<file path="src/rtl/tvf_pkg.sv">
package tvf_pkg;
   localparam int unsigned OFS_W = 4;

   typedef struct packed {
      logic             rz;
      logic [OFS_W-1:0] ret;
      logic [OFS_W-1:0] drv;
   } tset_t;
endpackage

</file>
<file path="src/rtl/tvf_timeset_rf.sv">
module tvf_timeset_rf
   import tvf_pkg::*;
#(
   parameter int unsigned NUM_SETS   = 8,
   parameter bit          RZ_SUPPORT = 1'b1,
   localparam int unsigned SEL_W     = $clog2(NUM_SETS)
) (
   input  logic             clk,
   input  logic             rst_n,
   input  logic             we,
   input  logic [SEL_W-1:0] waddr,
   input  tset_t            wdata,
   input  logic [SEL_W-1:0] raddr,
   output tset_t            rdata
);
   tset_t entry [NUM_SETS];
   tset_t wval;

   generate
      if (NUM_SETS < 2 || (NUM_SETS & (NUM_SETS - 1)) != 0) begin : g_bad_sets
         $error("NUM_SETS must be a power of two, at least 2");
      end
      if (RZ_SUPPORT) begin : g_rz
         assign wval = wdata;
      end else begin : g_nrz_only
         assign wval = '{rz: wdata.rz & 1'b0, ret: wdata.ret, drv: wdata.drv};
      end
      for (genvar g = 0; g < NUM_SETS; g++) begin : g_entry
         always_ff @(posedge clk or negedge rst_n) begin
            if (!rst_n)
               entry[g] <= '0;
            else if (we && waddr == SEL_W'(g))
               entry[g] <= wval;
         end
      end
   endgenerate

   assign rdata = entry[raddr];

   // a written entry reads back what was written on the next cycle
   a_r9_write_lands: assert property (@(posedge clk) disable iff (!rst_n)
      we |=> entry[$past(waddr)] == $past(wval));
endmodule

</file>
<file path="src/rtl/tvf_period_seq.sv">
module tvf_period_seq
   import tvf_pkg::*;
#(
   parameter int unsigned PERIOD_TICKS = 10
) (
   input  logic             clk,
   input  logic             rst_n,
   output logic [OFS_W-1:0] tick,
   output logic             last
);
   localparam logic [OFS_W-1:0] LAST_TICK = OFS_W'(PERIOD_TICKS - 1);

   generate
      if (PERIOD_TICKS < 2 || PERIOD_TICKS > (1 << OFS_W)) begin : g_bad_period
         $error("PERIOD_TICKS must lie in 2 .. 2**OFS_W");
      end
   endgenerate

   assign last = (tick == LAST_TICK);

   always_ff @(posedge clk or negedge rst_n) begin
      if (!rst_n)
         tick <= '0;
      else if (last)
         tick <= '0;
      else
         tick <= tick + 1'b1;
   end

   // the end-of-period strobe never lasts two ticks in a row
   a_r2_single_strobe: assert property (@(posedge clk) disable iff (!rst_n)
      last |=> !last);
   // the tick after the strobe restarts the period at zero
   a_r2_restart: assert property (@(posedge clk) disable iff (!rst_n)
      last |=> tick == '0);
endmodule

</file>
<file path="src/rtl/tvf_edge_shaper.sv">
module tvf_edge_shaper
   import tvf_pkg::*;
#(
   parameter bit RZ_SUPPORT = 1'b1
) (
   input  logic             clk,
   input  logic             rst_n,
   input  logic [OFS_W-1:0] tick,
   input  logic             last,
   input  logic             accept,
   input  logic             in_data,
   input  tset_t            in_set,
   output logic             level
);
   logic  cur_valid;
   logic  cur_data;
   tset_t cur_set;
   logic  rz_act;

   generate
      if (RZ_SUPPORT) begin : g_rz
         assign rz_act = cur_set.rz && (cur_set.ret > cur_set.drv);
      end else begin : g_nrz_only
         assign rz_act = 1'b0;
      end
   endgenerate

   always_ff @(posedge clk or negedge rst_n) begin
      if (!rst_n) begin
         cur_valid <= 1'b0;
         cur_data  <= 1'b0;
         cur_set   <= '0;
      end else if (last) begin
         cur_valid <= accept;
         if (accept) begin
            cur_data <= in_data;
            cur_set  <= in_set;
         end
      end
   end

   always_ff @(posedge clk or negedge rst_n) begin
      if (!rst_n)
         level <= 1'b0;
      else if (cur_valid && tick == cur_set.drv)
         level <= cur_data;
      else if (cur_valid && rz_act && tick == cur_set.ret)
         level <= 1'b0;
   end

   // with no vector in force the level does not move
   a_r6_hold: assert property (@(posedge clk) disable iff (!rst_n)
      !cur_valid |=> $stable(level));
   // the drive edge puts the vector's data on the pin
   a_r3_drive: assert property (@(posedge clk) disable iff (!rst_n)
      (cur_valid && tick == cur_set.drv) |=> level == $past(cur_data));
   // the return edge of an active RZ vector brings the pin to zero
   a_r4_return: assert property (@(posedge clk) disable iff (!rst_n)
      (cur_valid && rz_act && tick == cur_set.ret) |=> !level);
endmodule

</file>
<file path="src/rtl/tvf_channel_formatter.sv">
module tvf_channel_formatter
   import tvf_pkg::*;
#(
   parameter int unsigned PERIOD_TICKS = 10,
   parameter int unsigned NUM_SETS     = 8,
   parameter bit          RZ_SUPPORT   = 1'b1,
   localparam int unsigned SEL_W       = $clog2(NUM_SETS)
) (
   input  logic             clk,
   input  logic             rst_n,
   input  logic             prog_we,
   input  logic [SEL_W-1:0] prog_addr,
   input  logic [OFS_W-1:0] prog_drv,
   input  logic [OFS_W-1:0] prog_ret,
   input  logic             prog_rz,
   input  logic             vec_valid,
   output logic             vec_ready,
   input  logic             vec_data,
   input  logic [SEL_W-1:0] vec_sel,
   output logic             pin_out
);
   logic [OFS_W-1:0] tick;
   logic             last;
   tset_t            wr_set;
   tset_t            rd_set;

   assign wr_set    = '{rz: prog_rz, ret: prog_ret, drv: prog_drv};
   assign vec_ready = last;

   tvf_timeset_rf #(.NUM_SETS(NUM_SETS), .RZ_SUPPORT(RZ_SUPPORT)) u_rf (
      .clk(clk), .rst_n(rst_n), .we(prog_we), .waddr(prog_addr),
      .wdata(wr_set), .raddr(vec_sel), .rdata(rd_set));

   tvf_period_seq #(.PERIOD_TICKS(PERIOD_TICKS)) u_seq (
      .clk(clk), .rst_n(rst_n), .tick(tick), .last(last));

   tvf_edge_shaper #(.RZ_SUPPORT(RZ_SUPPORT)) u_shape (
      .clk(clk), .rst_n(rst_n), .tick(tick), .last(last),
      .accept(vec_valid && last), .in_data(vec_data), .in_set(rd_set),
      .level(pin_out));
endmodule

</file>
<file path="config.mk">
export PLATFORM = sky130hd
export DESIGN_NAME = tvf_channel_formatter
export DESIGN_NICKNAME = d
export VERILOG_FILES = /design/src/rtl/tvf_pkg.sv /design/src/rtl/tvf_timeset_rf.sv /design/src/rtl/tvf_period_seq.sv /design/src/rtl/tvf_edge_shaper.sv /design/src/rtl/tvf_channel_formatter.sv
export SDC_FILE = /design/constraint.sdc
export NUM_CORES = 1
export LEC_CHECK = 0
export BUFFER_PORTS_ARGS = -buffer_cell sky130_fd_sc_hd__buf_2
export CAP_MARGIN = 30
export CELL_PAD_IN_SITES_DETAIL_PLACEMENT = 0
export CELL_PAD_IN_SITES_GLOBAL_PLACEMENT = 1
export CORE_UTILIZATION = 40
export CTS_CLUSTER_DIAMETER = 80
export DETAILED_ROUTE_END_ITERATION = 7
export MAX_ROUTING_LAYER = met4
export PLACE_DENSITY = 0.63
export SLEW_MARGIN = 20
export SYNTH_ARGS = -nofsm -noshare
export SYNTH_HDL_FRONTEND = slang
export SYNTH_SLANG_ARGS = --single-unit
</file>
<file path="constraint.sdc">
create_clock -name clk -period 2.3 [get_ports clk]
set_input_delay 0 -clock clk [delete_from_list [all_inputs] [get_ports clk]]
set_output_delay 0 -clock clk [all_outputs]
set_load 0.05 [all_outputs]
</file>
==> metrics.yaml, run 1 <==
final-hold-violation-count: 0
dp_hpwl_um: 5110
fin_nets: 330
min-delay-start: "vec_valid"
syn_area_per_cell_sq_um: 15.1
clk_latency_ns: 0.35
synth_top_family_by_area: "multiplexers"
synth_area_sq_um: 4160
path_class: "reg2reg"
fin_area_sq_um: 4700
yosysUniqueCellTypes: 32
maxCapViolCount: 0
grt_remaining_overflow: 0
ys.flop_type: "dfrtp_1"
synth-compound-area-share_pct: 2.46
core_sq_um: 9910
cp_common_cell: "nand2_1"
track_usage_pct: 17.4
finalCriticalPeriod_ns: 1.51
fp-row-count: 36
dieArea_sq_um: 10800
dieWidth_um: 104
io_pins: 22
drc: 0
endpoint_kind: "flop"
r2r-start: "u_seq.tick[1]"
die_h_um: 104
internal_power_mw: 2.99
switchingPower_mw: 1.04
crit_chain: "and4bb_1 > nand2_1 > buf_4 > nand2_1 > o21ai_1"
syn_to_final_growth_pct: 13.0
vias: 2331
grt_pass1_vias: 2463
yosys.area_share.simple_pct: 5.35
drtIter0Drc: 81
power_frac_seq_pct: 50.8
portBuffers: 21
cts_tree: "yes"
drt-total-wl_um: 8140
critPathRequiredTime_ns: 2.54
ys_top_cells_by_count: "dfrtp_1, mux2_2, nand2_1"
clkPwrFrac_pct: 30.1
vdd_drop_max_uv: 342
start_util_pct: 42.0
yosysWarnings: 0
synth_edf_count: 0
synth_fa_ha_area_share_pct: 1.20
fmax_mhz: 661
finalSetupTns_ns: 0
tightest_slew_ns: 0.680
gp_congestion: 0.709
rsz0062_at_grt: "no"
ys_seq_area_share_pct: 52.9
max_stage_delay_ns: 0.49
slowest_stage: "dfrtp_1"
min_path_type: "in2reg"
yosys.cell_count.top_type: "dfrtp_1"
p_comb_share_pct: 19.2
grt_max_degree: 46
synth_top_area_cell: "dfrtp_1"
tritoncts_num_sinks: 88
arrival_ns: 1.75
muxShareOfSynthArea_pct: 32.7
setup_viol: 0
via_per_inst: 5.25
placed_area_sq_um: 4360
synth_area_leaders: "dfrtp_1, mux2_2, mux4_2"
p_per_area_nw_per_um2: 858
fin_crit_sh_pct: 65.8
synth-xor-area-share_pct: 1.89
crit_start: "u_seq.tick[1]"
dpl.cell_count: 417
wl_per_cell_um: 18.3
relSlewSlack_pct: 54.5
path_clk_slew_ns: 0.09
cts_buffers: 9
cp-start-kind: "flop"
cts_setup_buffers: 0
stdcell_count: 444
ys_ff_latch: 88
p_leak_nw: 2.04
drive_gt1_share_pct: 42.4
cts_buffer_depth: 2
yosysTopAreaCellShare_pct: 52.9
dr.pass1.iters: 4
syn_nets: 299
drtAntennaViolNets: 0
diodes: 0
slew_violations: 0
antenna_found_initial: 0
htreeDepth: 3
grt_pass1_wl_um: 13800
switching_share_pct: 25.9
cp_max_fo: 14
syn_inst: 275
finClkSkew_ns: 0.0102
cts-root-buf: "clkbuf_8"
status: "completed"
async_reset_ff_share_pct: 100
[stage by stage]
step           hold WS, ns  utilization, %  setup slack [ns]  total power [mW]
2_1_floorplan       -0.296               -             0.494              2.64
3_3_place_gp        0.0574            44.0             0.773              2.83
3_5_place_dp        0.0547            44.0             0.771              2.85
4_1_cts             0.0469            47.4             0.766              4.09
5_1_grt             0.0970            47.4             0.651              4.27
6_report            0.0573            47.4             0.786              4.03
[cells in the final DEF, fill, tap and decap left out]
cell / n
dfrtp_1: 88
mux2_2: 72
buf_2: 20
nand2_1: 15
dlygate4sd3_1: 11
mux2i_1: 10
mux4_2: 10
clkbuf_8: 10
o21ai_1: 9
inv_1: 8
mux4_1: 8
xnor2_1: 6
o21ai_0: 4
ha_1: 4
buf_4: 4
nand4b_2: 3
nand4_1: 3
xor2_1: 3
nor3_4: 2
nor3b_1: 2
bufinv_16: 2
inv_6: 2
and4bb_1: 1
a22o_1: 1
nand4_2: 1
nand2b_4: 1
nor2b_1: 1
o211ai_1: 1
a21oi_1: 1
nand3_1: 1
a211oi_1: 1
nor3_1: 1
a31o_2: 1
mux2_4: 1
clkinvlp_4: 1
clkinv_2: 1
buf_12: 1
[worst paths after layout]
check,endpoint,slack [ns],cells after the start
hold reg to reg,u_rf.entry[25],0.51,1
min in group asynchronous,u_rf.entry[56],0.19,2
setup / recovery,u_shape.cur_set[2],0.79,5
setup reg to reg,u_shape.cur_set[2],0.79,5
hold / removal,u_shape.cur_valid,0.06,3
max in group asynchronous,u_rf.entry[40],1.46,3
[layer usage]
layer | GRT usage [%] | wire length [um] | vias up
li1 | - | - | 1075
met1 | 23.7 | 4080 | 1219
met3 | 4.14 | 222 | 5
met5 | - | 0 | -
met2 | 26.5 | 3760 | 32
met4 | 4.29 | 74 | 0
[timing repair]
action / CTS / global route
endpoints found under the hold margin: 117 / 0
gates resized for setup: 0 / 0
hold buffers: 11 / 0
[power by group through the flow]
stage	Clock, mW	Sequential, mW	Combinational [mW]
2_1_floorplan	0	2.04	0.597
3_3_place_gp	0	2.07	0.755
3_5_place_dp	0	2.08	0.773
4_1_cts	1.25	2.05	0.786
5_1_grt	1.31	2.10	0.860
6_report	1.21	2.05	0.773
[critical path, delay by kind of cell (launching register included)]
| kind | cells | cell delay [ns] |
|---|---|---|
| simple gates | 3 | 0.59 |
| flops | 1 | 0.49 |
| buf+inv | 1 | 0.26 |
| compound gates | 1 | 0.05 |
[state kept, by name, indices dropped and copies added, names as in the netlist]
signal / cells
u_rf.entry: 72
u_shape.cur_data: 1
u_shape.cur_valid: 1
u_seq.tick: 4
u_shape.cur_set: 9
u_shape.level: 1
[cell type report]
class | count | area, sq um
fill | 909 | 5210
sequential | 88 | 2200
multi-input combinational | 163 | 1820
timing repair buffer | 36 | 260
tap | 133 | 166
clock buffer | 10 | 138
clock inverter | 6 | 90.1
inverter | 8 | 30.0
[kinds of logic (layout without fill, tap and decap cells)]
| group | after synthesis | after routing |
|---|---|---|
| muxes | 101 | 101 |
| DFF | 88 | 88 |
| and+or+nand+nor | 31 | 31 |
| buffers and inverters | 24 | 60 |
| AOI/OAI and AO/OA | 18 | 18 |
| xor gates and xnor gates | 9 | 9 |
| adders and majority gates | 4 | 4 |
Note: power is estimated with default switching activity, not from simulation.
==> inputs of run 2 (changes only) <==
Settings changed: ABC_AREA from default to 1, PLACE_DENSITY 0.63 to 0.69.
Clock period 2.3 ns to 1.4 ns, I/O delays scaled along.
==> metrics.yaml, run 2 <==
regMostFlops: "u_rf.entry"
ys_ff_latch: 88  # unchanged
cts_buffers: 9  # unchanged
yosysTopAreaCellShare_pct: 52.6  # -0.27 points
arrival_ns: 1.33  # -0.42 ns
fin_hold_ws_ns: 0.152  # +0.0945 ns
r2r_setup_slack_ns: 0.09  # -0.70 ns
placed_area_sq_um: 4450  # +1.9%
htreeDepth: 3  # unchanged
reg2regPathDepth: 8  # +3
relSlewSlack_pct: 70.3  # +16 points
cp-endpoint: "vec_ready"
r2r-start: "u_shape.cur_set[3]"
grt_pass1_vias: 3246  # +32%
p_leak_nw: 2.32  # +14%
wl_per_cell_um: 15.3  # -17%
syn_to_final_growth_pct: 14.7
p_per_area_nw_per_um2: 1270  # +48%
yosys.cell_count.top_type: "nand2_1"
syn_area_per_cell_sq_um: 8.45  # -44%
dieArea_sq_um: 10900  # +0.50%
setup_viol: 0  # unchanged
endpoint_kind: "output port"
maxCapViolCount: 0  # unchanged
largest_reg_flops: 72  # unchanged
cts-root-buf: "clkbuf_8"
io_pins: 22  # unchanged
status: "completed"
grt_max_degree: 61  # +33%
final_common_cell: "nand2_1"
dr.pass1.iters: 4  # unchanged
path_class: "reg2out"
synth_top_area_cell: "dfrtp_1"
crit_start: "u_seq.tick[0]"
r2r-end: "u_shape.level"
dp_hpwl_um: 7040  # +38%
ys_seq_area_share_pct: 52.6  # -0.27 points
drtIter0Drc: 239  # +200%
portBuffers: 21  # unchanged
yosysWarnings: 0  # unchanged
final_core_utilization_pct: 48.2  # +0.78 points
synth_area_leaders: "dfrtp_1, nand2_1, o21ai_0"
dieWidth_um: 104  # +0.25%
antenna_found_initial: 0  # unchanged
fin_crit_sh_pct: 95.3
ys_top_cells_by_count: "nand2_1, dfrtp_1, o21ai_0"
clk_latency_ns: 0.36  # about the same
track_usage_pct: 21.0  # +3.6 points
syn_nets: 519  # +74%
drt-total-wl_um: 10300  # +26%
synth_edf_count: 0  # unchanged
diodes: 0  # unchanged
ys.flop_type: "dfrtp_1"
async_reset_ff_share_pct: 100  # unchanged
gp_congestion: 0.815  # +15%
drtAntennaViolNets: 0  # unchanged
cp-start-kind: "flop"
core_sq_um: 9950  # +0.45%
cp_max_fo: 5  # -9
fin_nets: 558  # +69%
finalCriticalPeriod_ns: 1.33
cts_buffer_depth: 2  # unchanged
min_path_type: "in2async"
slew_violations: 0  # unchanged
drive_gt1_share_pct: 16.0  # -26 points
critPathRequiredTime_ns: 1.40  # -1.14 ns
syn_inst: 495  # +80%
final-hold-violation-count: 0  # unchanged
synth_area_sq_um: 4180  # +0.51%
finClkSkew_ns: 0.0100  # -0.000209 ns
final_cell_mix: "nand2_1, dfrtp_1, o21ai_0"
die_h_um: 104  # +0.25%
vdd_drop_max_uv: 664  # +94%
finalSetupTns_ns: 0  # unchanged
tritoncts_num_sinks: 88  # unchanged
start_util_pct: 42.0  # about the same
grt_pass1_wl_um: 17000  # +23%
vias: 3343  # +43%
yosysUniqueCellTypes: 28  # -13%
tightest_slew_ns: 0.444  # -0.236 ns
cts_tree: "yes"
fmax_mhz: 749
via_per_inst: 4.97  # -5.2%
top_regs: "u_rf.entry: 72 flops, u_shape.cur_set: 9 flops, u_seq.tick: 4 flops"
grt_remaining_overflow: 0  # unchanged
fin_area_sq_um: 4800  # +2.1%
path_clk_slew_ns: 0.09  # about the same
drc: 0  # unchanged
fp-row-count: 36  # unchanged
[run 2: cell type report]
type / count / area [sq um]
fillers: 1007 / 5150
flip-flops and latches: 88 / 2200
multi-input cells: 348 / 1710
repair buffers: 49 / 387
well taps: 133 / 166
inverters: 38 / 144
clock buffers: 10 / 128
clock inverters: 6 / 60.1
[run 2: how the worst min path moves through the flow]
stage	endpoint	depth (start not counted)	slack [ns]	startpoint
2_1_floorplan	u_rf.entry[0]	0	-0.30	rst_n
3_3_place_gp	u_rf.entry[4]	2	0.02	rst_n
3_5_place_dp	u_rf.entry[4]	2	0.03	rst_n
4_1_cts	u_rf.entry[4]	3	0.17	rst_n
5_1_grt	u_rf.entry[4]	3	0.18	rst_n
6_report	u_rf.entry[4]	3	0.15	rst_n
[run 2: timing repair]
| item | in CTS | in global routing |
|---|---|---|
| resized for setup | 4 | 4 |
| buffers inserted | 1 | 1 |
| pin swaps | 0 | 1 |
| endpoints found under the setup margin | 1 | 11 |
| endpoints found under the hold margin | 99 | 0 |
| hold buffers | 12 | 0 |
[run 2: critical path, cell delays in order, from the launching register on]
cell	delay [ns]
dfrtp_2	0.42
inv_2	0.08
nor3_4	0.20
buf_6	0.14
buf_8	0.14
[run 2: per-layer routing]
| layer | GRT usage [%] | part of all wire (%) |
|---|---|---|
| met5 | - | 0 |
| met4 | 6.94 | 1.4 |
| met3 | 3.38 | 2.9 |
| met2 | 32.4 | 47 |
| met1 | 28.4 | 49 |
[run 2: through the flow]
step	setup slack [ns]	cells	total power [mW]
after global placement	0.124	642	4.36
after global routing	-0.00845	672	6.50
after detailed placement	0.0767	642	4.39
final	0.0651	672	6.10
after CTS	0.00279	671	6.15
after floorplan	-0.175	495	4.01
[run 2: power by group]
part	total [mW]	switching (mW)	leakage [nW]	internal (mW)
clock	1.73	0.915	0.0920	0.816
combinational	1.16	0.698	1.14	0.461
sequential	3.21	0.225	1.09	2.99
total	6.10	1.84	2.32	4.26
[run 2: cell families after synthesis]
kind of cell / synth area share [%]
AOI/OAI and AO/OA: 16.7
xor gates and xnor gates: 0.628
adders and majority gates: 1.20
buffers and inverters: 6.88
DFF: 52.6
and+or+nand+nor: 21.9
==> inputs of run 3 (changes only) <==
Settings changed: PLACE_DENSITY 0.69 to 0.7, SYNTH_HIERARCHICAL from default to 1.
Clock period 1.4 ns to 1.38 ns, I/O delays scaled along.
==> metrics.yaml, run 3 <==
syn_to_final_growth_pct: 15.8
start_util_pct: 41.4  # -0.65 points
switchingPower_mw: 1.95  # +6.4%
synth_area_sq_um: 4510  # +7.7%
synth_top_area_cell: "dfrtp_1"
dieWidth_um: 108  # +3.7%
die_h_um: 108  # +3.7%
placed_area_sq_um: 4870  # +9.6%
wl_met1_um: 5340  # +6.3%
power_frac_seq_pct: 51.5  # -1.1 points
yosysUniqueCellTypes: 28  # unchanged
min_path_type: "in2reg"
p_leak_nw: 2.85  # +23%
htreeDepth: 3  # unchanged
gp_congestion: 0.745  # -8.6%
p_per_area_nw_per_um2: 1220  # -4.4%
clk_latency_ns: 0.37  # about the same
fin_area_sq_um: 5220  # +8.7%
diodes: 0  # unchanged
routed.top_layer: "met4"
grt_remaining_overflow: 0  # unchanged
ys_seq_area_share_pct: 48.9  # -3.8 points
core_sq_um: 10900  # +9.4%
met2_length_um: 5050  # +5.2%
grt_max_degree: 36  # -41%
wl_met3_um: 234  # -20%
async_reset_ff_share_pct: 100  # unchanged
syn_area_per_cell_sq_um: 7.48  # -11%
via_per_inst: 4.68  # -6.0%
cp_max_fo: 9  # +4
path_clk_slew_ns: 0.08  # about the same
yosysTopAreaCellShare_pct: 48.9  # -3.8 points
regMostFlops: "u_rf/entry"
ys_ff_latch: 88  # unchanged
clkPwrFrac_pct: 26.1  # -2.3 points
synth_area_leaders: "dfrtp_1, nand2_1, inv_1"
grt_pass1_vias: 3537  # +9.0%
largest_reg_flops: 72  # unchanged
vias: 3722  # +11%
maxCapViolCount: 0  # unchanged
cts-root-buf: "clkbuf_8"
yosys.cell_count.top_type: "nand2_1"
cts_tree: "yes"
drc: 0  # unchanged
final_cell_mix: "nand2_1, inv_1, dfrtp_1"
internal_power_mw: 4.39  # +2.9%
slew_violations: 0  # unchanged
vdd_drop_max_uv: 714  # +7.4%
wl_per_cell_um: 13.6  # -11%
dr.pass1.iters: 5  # +1
fmax_mhz: 761
tritoncts_num_sinks: 88  # unchanged
final-hold-violation-count: 0  # unchanged
cts_buffers: 9  # unchanged
endpoint_kind: "flop"
rsz0062_at_grt: "yes"
finalCriticalPeriod_ns: 1.31
portBuffers: 21  # unchanged
grt_pass1_wl_um: 18000  # +5.8%
power.total_mw: 6.34  # +3.9%
ys_top_cells_by_count: "nand2_1, inv_1, dfrtp_1"
dieArea_sq_um: 11700  # +7.5%
dp_hpwl_um: 7490  # +6.4%
synth_edf_count: 0  # unchanged
fp-row-count: 38  # +5.6%
yosysWarnings: 6  # +6
drt-total-wl_um: 10800  # +5.3%
antenna_found_initial: 0  # unchanged
cp-start-kind: "flop"
syn_inst: 602  # +22%
final_core_utilization_pct: 47.9  # -0.30 points
path_class: "reg2reg"
p_comb_share_pct: 22.5  # +3.5 points
track_usage_pct: 21.4  # +0.37 points
switching_share_pct: 30.8  # +0.71 points
finClkSkew_ns: 0.00762  # -0.00238 ns
cts_buffer_depth: 2  # unchanged
fin_crit_sh_pct: 95.2
fin_hold_ws_ns: 0.0566  # -0.0952 ns
finalSetupTns_ns: 0  # unchanged
drive_gt1_share_pct: 14.6  # -1.3 points
tightest_slew_ns: 0.396  # -0.0479 ns
final_common_cell: "nand2_1"
critPathRequiredTime_ns: 1.63  # +0.23 ns
syn_nets: 626  # +21%
io_pins: 22  # unchanged
drtIter0Drc: 250  # +4.6%
status: "completed"
top_regs: "u_rf/entry: 72 flops, u_shape/cur_set: 9 flops, u_seq/tick: 4 flops"
setup_viol: 0  # unchanged
drtAntennaViolNets: 0  # unchanged
fillers: 1111  # +10%
arrival_ns: 1.57  # +0.24 ns
ys.flop_type: "dfrtp_1"
relSlewSlack_pct: 73.5  # +3.2 points
fin_nets: 677  # +21%
==> run 3: final timing paths <==
| path | start | cells after the start | slack [ns] | end |
|---|---|---|---|---|
| worst max register to register | u_seq/tick[2] | 7 | 0.07 | u_shape/cur_set[6] |
| worst min-delay path | vec_valid | 5 | 0.06 | u_shape/cur_valid |
| max in group asynchronous | rst_n | 3 | 0.79 | u_rf/entry[69] |
| min in group asynchronous | rst_n | 2 | 0.07 | u_rf/entry[9] |
| worst min register to register | u_rf/entry[63] | 2 | 0.49 | u_rf/entry[63] |
| worst max-delay path | u_seq/tick[2] | 7 | 0.07 | u_shape/cur_set[6] |
==> run 3: timing repair <==
| action | in CTS | in global routing |
|---|---|---|
| resized for setup | 1 | 7 |
| hold endpoints to repair | 98 | 0 |
| hold buffers | 11 | 0 |
| setup buffers | 1 | 3 |
| pin swaps | 1 | 3 |
| setup endpoints to repair | 4 | 12 |
==> run 3: kinds of logic after synthesis <==
family                   share of synthesized area (%)
XOR/XNOR                                         0.389
AND/OR/NAND/NOR                                   27.3
AO/OA/AOI/OAI                                     9.25
multiplexers                                      1.00
buffers and inverters                             12.1
flip-flops                                        48.9
adder cells (fa/ha/maj)                           1.11
==> run 3: metal layers <==
layer	vias up	global-route usage [%]
li1	1937	-
met1	1723	27.8
met2	49	33.8
met3	13	3.25
met4	0	8.22
met5	-	-
==> run 3: power by group through the flow <==
stage | Combinational, mW | Clock (mW) | Sequential (mW)
CTS | 1.40 | 1.73 | 3.26
global placement | 1.34 | 0 | 3.30
floorplan | 0.954 | 0 | 3.30
finish | 1.42 | 1.65 | 3.26
detailed placement | 1.37 | 0 | 3.31
global route | 1.66 | 1.83 | 3.32
==> run 3: area by class of cell <==
| class | instances | area, sq um | share of cell area [%] |
|---|---|---|---|
| tap | 140 | 175 | 3.36 |
| multi-input combinational | 386 | 1800 | 34.5 |
| sequential | 88 | 2200 | 42.2 |
| clock buffer | 14 | 173 | 3.31 |
| inverter | 108 | 405 | 7.77 |
| timing repair buffer | 60 | 465 | 8.92 |
==> run 3: critical path: stages (launching register included) <==
cell     delay (ns)
dfrtp_1        0.39
inv_2          0.07
nand2_2        0.07
nor2_4         0.13
nand2_1        0.07
inv_2          0.06
nand2_4        0.09
mux2_1         0.31
==> run 3: through the flow <==
stage / instances / worst slack (ns)
2_1_floorplan: 602 / -0.233
3_3_place_gp: 767 / 0.0300
3_5_place_dp: 767 / 0.00303
4_1_cts: 793 / 0.0340
5_1_grt: 796 / -0.00434
6_report: 796 / 0.0659
